## src/rtl/scr_pkg.sv

```systemverilog
package scr_pkg;

    localparam int BYTE_W = 8;

    typedef logic [BYTE_W-1:0] byte_t;

    typedef enum logic [1:0] {
        CFG_IDLE,
        CFG_FOREIGN,
        CFG_OTHER_IDX,
        CFG_ENABLE
    } cfg_kind_e;

    typedef struct packed {
        logic        en;
        logic [15:0] addr;
        byte_t       data;
    } cfg_wr_t;

    function automatic int swap_src(input int bit_i, input int a, input int b);
        if (bit_i == a)      return b;
        else if (bit_i == b) return a;
        else                 return bit_i;
    endfunction

endpackage

```

## src/rtl/scr_cfg_reg.sv

```systemverilog
module scr_cfg_reg
    import scr_pkg::*;
#(
    parameter int                 ADDR_W   = 16,
    parameter int                 WIN_BITS = 6,
    parameter logic [ADDR_W-1:0]  WIN_BASE = 16'h4100,
    parameter logic [WIN_BITS-1:0] EN_INDEX = 6'h1C,
    parameter int                 EN_BIT   = 6
) (
    input  logic    clk,
    input  logic    rst,
    input  logic    variant,
    input  cfg_wr_t wr,
    output logic    en_q
);

    localparam logic [ADDR_W-1:0] EN_ADDR = WIN_BASE | ADDR_W'(EN_INDEX);

    cfg_kind_e kind;
    logic      unused_data;

    assign unused_data = ^wr.data;

    always_comb begin
        if (!wr.en)
            kind = CFG_IDLE;
        else if (wr.addr[ADDR_W-1:WIN_BITS] != WIN_BASE[ADDR_W-1:WIN_BITS])
            kind = CFG_FOREIGN;
        else if (wr.addr[WIN_BITS-1:0] != EN_INDEX)
            kind = CFG_OTHER_IDX;
        else
            kind = CFG_ENABLE;
    end

    always_ff @(posedge clk) begin
        if (rst)
            en_q <= variant;
        else if (kind == CFG_ENABLE)
            en_q <= wr.data[EN_BIT];
    end

    AST_RST_LOAD: assert property (@(posedge clk)
        rst |=> (en_q == $past(variant)));

    AST_WR_LOAD: assert property (@(posedge clk) disable iff (rst)
        (wr.en && wr.addr == EN_ADDR) |=> (en_q == $past(wr.data[EN_BIT])));

    AST_WR_IGNORE: assert property (@(posedge clk) disable iff (rst)
        !(wr.en && wr.addr == EN_ADDR) |=> $stable(en_q));

endmodule

```

## src/rtl/scr_fetch_swap.sv

```systemverilog
module scr_fetch_swap
    import scr_pkg::*;
#(
    parameter int DATA_W = 8,
    parameter int SWAP_A = 6,
    parameter int SWAP_B = 7
) (
    input  logic              act,
    input  logic [DATA_W-1:0] din,
    output logic [DATA_W-1:0] dout
);

    for (genvar i = 0; i < DATA_W; i++) begin : g_bit
        localparam int SRC = swap_src(i, SWAP_A, SWAP_B);
        if (SRC == i) begin : g_keep
            assign dout[i] = din[i];
        end else begin : g_cross
            assign dout[i] = act ? din[SRC] : din[i];
        end
    end

endmodule

```

## src/rtl/opfetch_descrambler.sv

```systemverilog
module opfetch_descrambler
    import scr_pkg::*;
#(
    parameter int                  ADDR_W   = 16,
    parameter int                  WIN_BITS = 6,
    parameter logic [ADDR_W-1:0]   WIN_BASE = 16'h4100,
    parameter logic [WIN_BITS-1:0] EN_INDEX = 6'h1C,
    parameter int                  EN_BIT   = 6,
    parameter int                  SWAP_A   = 6,
    parameter int                  SWAP_B   = 7
) (
    input  logic        clk,
    input  logic        rst,
    input  logic        scram_variant,
    input  logic        op_sync,
    input  logic [7:0]  rom_data,
    input  logic        cfg_wr_en,
    input  logic [15:0] cfg_wr_addr,
    input  logic [7:0]  cfg_wr_data,
    output logic [7:0]  cpu_data
);

    cfg_wr_t wr;
    logic    en_q;
    logic    active;
    logic    do_swap;

    assign wr = '{en: cfg_wr_en, addr: cfg_wr_addr, data: cfg_wr_data};

    scr_cfg_reg #(
        .ADDR_W  (ADDR_W),
        .WIN_BITS(WIN_BITS),
        .WIN_BASE(WIN_BASE),
        .EN_INDEX(EN_INDEX),
        .EN_BIT  (EN_BIT)
    ) u_cfg (
        .clk    (clk),
        .rst    (rst),
        .variant(scram_variant),
        .wr     (wr),
        .en_q   (en_q)
    );

    assign active  = !rst && scram_variant && en_q;
    assign do_swap = active && op_sync;

    scr_fetch_swap #(
        .DATA_W(BYTE_W),
        .SWAP_A(SWAP_A),
        .SWAP_B(SWAP_B)
    ) u_swap (
        .act (do_swap),
        .din (rom_data),
        .dout(cpu_data)
    );

    AST_LOW_PASS: assert property (@(posedge clk) disable iff (rst)
        cpu_data[5:0] == rom_data[5:0]);

    AST_SWAP_PAIR: assert property (@(posedge clk) disable iff (rst)
        (op_sync && scram_variant && en_q) |->
        (cpu_data[7] == rom_data[6] && cpu_data[6] == rom_data[7]));

    AST_NONFETCH_PASS: assert property (@(posedge clk) disable iff (rst)
        !op_sync |-> (cpu_data == rom_data));

    AST_PLAIN_VARIANT: assert property (@(posedge clk) disable iff (rst)
        !scram_variant |-> (cpu_data == rom_data));

    AST_RST_PASS: assert property (@(posedge clk)
        rst |-> (cpu_data == rom_data));

endmodule

```

## config.mk

```make
export PLATFORM = sky130hd
export DESIGN_NAME = opfetch_descrambler
export DESIGN_NICKNAME = d
export VERILOG_FILES = /design/src/rtl/scr_pkg.sv /design/src/rtl/scr_cfg_reg.sv /design/src/rtl/scr_fetch_swap.sv /design/src/rtl/opfetch_descrambler.sv
export SDC_FILE = /design/constraint.sdc
export NUM_CORES = 1
export LEC_CHECK = 0
export BUFFER_PORTS_ARGS = -buffer_cell sky130_fd_sc_hd__buf_2
export CAP_MARGIN = 5
export CORE_AREA = 2 2 39 41
export DETAILED_ROUTE_END_ITERATION = 7
export DIE_AREA = 0 0 41 43
export RECOVER_POWER = 100
export SLEW_MARGIN = 10
export SYNTH_ARGS = -nofsm -noshare
export SYNTH_HDL_FRONTEND = slang
export SYNTH_SLANG_ARGS = --single-unit
```

## constraint.sdc

```tcl
create_clock -name clk -period 2.5 [get_ports clk]
set_input_delay 0.375 -clock clk [delete_from_list [all_inputs] [get_ports clk]]
set_output_delay 0.375 -clock clk [all_outputs]
set_load 0.03 [all_outputs]
```

==> run_results.csv, run 1 <==
group,metric,value,unit
timing,finalCriticalPeriod,1.71,ns
worst_hold_path,hold_path_class,"primary input to register",
die,die-area,1760,µm²
finish,fin_util,19.3,%
cts,ctsResizeCount,0,
finish,final_layout_size_suffix_gt1_share,67.6,%
routing,via_per_inst,4.00,
die,die_y,43,µm
routing,wl,433,µm
grt,overflow,0,
timing,slew_viol_final,0,
setup_path,path_buf_inv,1,
setup_path,crit_chain,"buf_2, or4b_1, nor4_1, a31o_1",
placement,io_buffer_count,25,
die,ios,45,
placement,pre_cts_slack,0.764,ns
worst_hold_path,hold_depth,2,
yosys,syn-instance-count,18,
yosys,synth_area_per_cell,9.45,µm²
pwr,power_leakage,0.126,nW
routing,ant_nets,0,
cts,cts_hold_buffers,0,
pwr,peakVddDrop,0.0616,mV
pwr,power_density,195,nW/µm²
finish,instances_no_fill,53,
finish,largest_reg_flops,1,
grt,grt_pass1_vias,181,
placement,place_inst,53,
yosys,synth_top_area_share,26.5,%
routing,wire_per_inst,8.17,µm
outcome,status,"complete, no violations",
setup_path,max_stage_delay,0.50,ns
finish,largest-register,"u_cfg.en_q",
setup_path,required,2.21,ns
routing,vias,212,
routing,highest_layer,"met3",
finish,design_area,267,µm²
timing,setup_viol,0,
worst_hold_path,min_from,"cfg_wr_data[6]",
yosys,ys_seq_area_share,17.6,%
placement,dp_hpwl,414,µm
timing,setup_tns,0,ns
yosys,yosysWarnings,0,
finish,num-nets-final,76,
setup_path,crit_path_max_fanout,1,
die,dieWidth,41,µm
placement,post_dp_cell_area,270,µm²
die,fp.coreArea,1380,µm²
finish,area_growth,56.6,%
finish,layout_common_cells,"buf_2, mux2_2, clkbuf_1",
timing,setup_slack,0.789,ns
timing,hold_viol,0,
finish,fillers,152,
grt,grt_pass1_wl,586,µm
yosys,synth.area.top_cells,"buf_4, mux2_2, edfxtp_1",
timing,slew_headroom,75.9,%
routing,drt_iter0_drc,0,
grt,antenna_found_initial,0,
yosys,ys_ff_latch,1,
flow_run,maxCapViolCount,0,
setup_path,path_class,"primary input to register",
finish,antenna-diode-count,0,
setup_path,cp_top_family,"simple AND/OR/NAND/NOR gates",
timing,worst_pin_slew,0.362,ns
yosys,syn_area,170,µm²
finish,multi_input_area,95.1,µm²
setup_path,startpoint_type,"primary input",
routing,first_pass_iters,1,
finish,top_regs,"u_cfg.en_q (1)",
placement,place_congestion,0.599,
routing,wl_met2,157,µm
routing,route.met3.wl,129,µm
timing,max_clock_freq,585,MHz
finish,final_common_cell,"buf_2",
finish,register_area,30.0,µm²
yosys,syn-num-nets,55,
cts,clk_pin_slew,0,ns
grt,grtUsageTotal,4.50,%
setup_path,critPathArrivalTime,1.42,ns
cts,post_cts_buffers,0,
routing,m1WireLength,146,µm
worst_hold_path,min_to,"u_cfg.en_q",
timing,rsz0062_at_grt,"no",
grt,grt_max_degree,4,
yosys,synth_top_area_cell,"buf_4",
setup_path,end_kind,"register",
setup_path,slowest_stage,"or4b_1",
yosys,synth.distinct_cells,11,
die,rows,14,
timing,period_share,68.4,%
die,start_util,12.3,%
routing,drc_errors,0,
## through the flow
step,power (mW),hold WS [ns]
after floorplan,0.0509,0.575
final,0.0519,0.686
after global placement,0.0522,0.688
after detailed placement,0.0529,0.688
after global routing,0.0557,0.705
after CTS,0.0531,0.689
## layout make-up
| cell class | count | share of cell area (%) |
|---|---|---|
| timing repair buffer | 25 | 45.5 |
| sequential | 1 | 11.3 |
| multi-input combinational | 11 | 35.7 |
| tap | 16 | 7.51 |
## routing by layer
metal,up-vias,global-route usage [%]
met2,26,9.38
met4,0,0
li1,103,-
met3,0,1.05
met5,-,0
met1,83,4.14
## power by group
part | internal [mW] | total [mW] | switching [mW]
Clock | 0 | 0 | 0
Sequential | 0.0206 | 0.0210 | 0.000338
Combinational | 0.0185 | 0.0309 | 0.0125
## cells by family after synthesis
family                 after synthesis  synth area share, %
buffers and inverters                6                 26.5
AND/OR/NAND/NOR                      7                 30.9
flip-flops                           1                 17.6
AO/OA/AOI/OAI                        1                 5.15
multiplexers                         3                 19.9
## synth_stat cells
cell type  number
a31o_1          1
buf_4           6
edfxtp_1        1
mux2_2          3
nand2_1         1
nand4b_1        1
nor3_1          1
nor3b_1         1
nor4_1          1
or4b_1          1
or4bb_1         1
## worst max-delay path by stage
stage	start	end	slack, ns	cells after the start
after floorplan	cfg_wr_addr[0]	u_cfg.en_q	0.94	3
after global placement	cfg_wr_addr[0]	u_cfg.en_q	0.78	4
after detailed placement	cfg_wr_addr[0]	u_cfg.en_q	0.76	4
after CTS	cfg_wr_addr[0]	u_cfg.en_q	0.76	4
after global routing	cfg_wr_addr[0]	u_cfg.en_q	0.68	4
final	cfg_wr_addr[0]	u_cfg.en_q	0.79	4
(Power assumes the default switching activity.)
==> run 2, diff against run 1 <==
==> constraint.sdc (replaced) <==
create_clock -name clk -period 1.5 [get_ports clk]
set_input_delay 0.225 -clock clk [delete_from_list [all_inputs] [get_ports clk]]
set_output_delay 0.225 -clock clk [all_outputs]
set_load 0.03 [all_outputs]
==> run_results.csv, run 2 (synthesis gave the netlist of run 1 again) <==
group,metric,value,unit
outcome,status,"complete, but fails checks",
outcome,violations,"setup timing",
pwr,peakVddDrop,0.104,mV
finish,register_area,30.0,µm²
timing,setup_viol,1,
timing,slew_headroom,87.0,%
grt,met1_usage,4.78,%
die,die_y,43,µm
finish,num-nets-final,76,
routing,first_pass_iters,2,
die,dieWidth,41,µm
setup_path,required,1.21,ns
finish,fin_util,21.2,%
setup_path,slowest_stage,"or4b_4",
grt,grt_pass1_wl,621,µm
finish,largest_reg_flops,1,
finish,layout_common_cells,"buf_2, mux2_2, clkbuf_2",
cts,post_cts_buffers,0,
placement,place_inst,53,
routing,wire_per_inst,8.43,µm
routing,wl,447,µm
routing,via_per_inst,4.08,
finish,final_common_cell,"buf_2",
setup_path,crit_chain,"buf_6, or4b_4, nor4_4, a31o_1",
finish,multi_input_area,114,µm²
grt,use_met3,1.05,%
routing,drc_errors,0,
finish,largest-register,"u_cfg.en_q",
routing,drt_iter0_drc,1,
die,fp.coreArea,1380,µm²
placement,pre_cts_slack,-0.0863,ns
grt,grt_max_degree,4,
grt,grt_pass1_vias,188,
placement,place_congestion,0.599,
routing,ant_nets,0,
routing,vias,216,
pwr,power_leakage,0.139,nW
finish,area_growth,72.8,%
die,die-area,1760,µm²
grt,overflow,0,
placement,io_buffer_count,25,
placement,dp_hpwl,414,µm
setup_path,cp_top_family,"simple AND/OR/NAND/NOR gates",
finish,final_layout_size_suffix_gt1_share,78.4,%
setup_path,path_class,"primary input to register",
finish,instances_no_fill,53,
timing,hold_viol,0,
cts,cts_hold_buffers,0,
cts,clk_pin_slew,0,ns
setup_path,startpoint_type,"primary input",
setup_path,crit_path_max_fanout,1,
timing,rsz0062_at_grt,"yes",
timing,hold_slack,0.450,ns
timing,period_share,103,%
setup_path,end_kind,"register",
grt,gr-usage-met2,9.69,%
grt,grtUsageTotal,4.80,%
die,ios,45,
die,rows,14,
worst_hold_path,hold_path_class,"primary input to primary output",
finish,top_regs,"u_cfg.en_q (1)",
finish,antenna-diode-count,0,
timing,setup_slack,-0.0407,ns
timing,finalCriticalPeriod,1.54,ns
setup_path,critPathArrivalTime,1.25,ns
setup_path,max_stage_delay,0.53,ns
die,start_util,12.3,%
timing,worst_pin_slew,0.193,ns
cts,ctsResizeCount,4,
flow_run,maxCapViolCount,0,
setup_path,path_buf_inv,1,
grt,busiest_layer,"met2",
finish,fillers,151,
timing,max_clock_freq,649,MHz
timing,slew_viol_final,0,
grt,antenna_found_initial,0,
pwr,power_density,316,nW/µm²
[run 2: cell counts in the layout (fill, tap and decap cells not counted)]
No cell type changed its count.
[run 2: metrics by stage]
stage | TNS [ns] | power (mW) | area [µm²]
2_1_floorplan | 0 | 0.0849 | 170
3_3_place_gp | -0.0736 | 0.0870 | 270
3_5_place_dp | -0.0863 | 0.0882 | 270
4_1_cts | -0.0494 | 0.0942 | 295
5_1_grt | -0.0998 | 0.0995 | 294
6_report | -0.0407 | 0.0930 | 294
[run 2: layout make-up]
type                            instances  area share (%)
Tap cell                               16            6.81
Timing Repair Buffer                   25            44.3
Multi-Input combinational cell         11            38.7
Sequential cell                         1            10.2
[run 2: power breakdown]
group | switching (mW) | internal, mW | leakage [nW]
Clock | 0 | 0 | 0
Sequential | 0.000563 | 0.0344 | 0.00979
Combinational | 0.0237 | 0.0344 | 0.129
Total | 0.0242 | 0.0688 | 0.139
[run 2: worst paths after layout]
path,from,endpoint,slack (ns),depth (start not counted)
hold / removal,rom_data[1],cpu_data[1],0.45,0
setup / recovery,cfg_wr_addr[0],u_cfg.en_q,-0.04,4
[run 2: layer usage]
layer	share of wire (%)	vias to the layer above
met4	0	0
met2	37	26
li1	-	103
met5	0	-
met1	35	87
met3	28	0
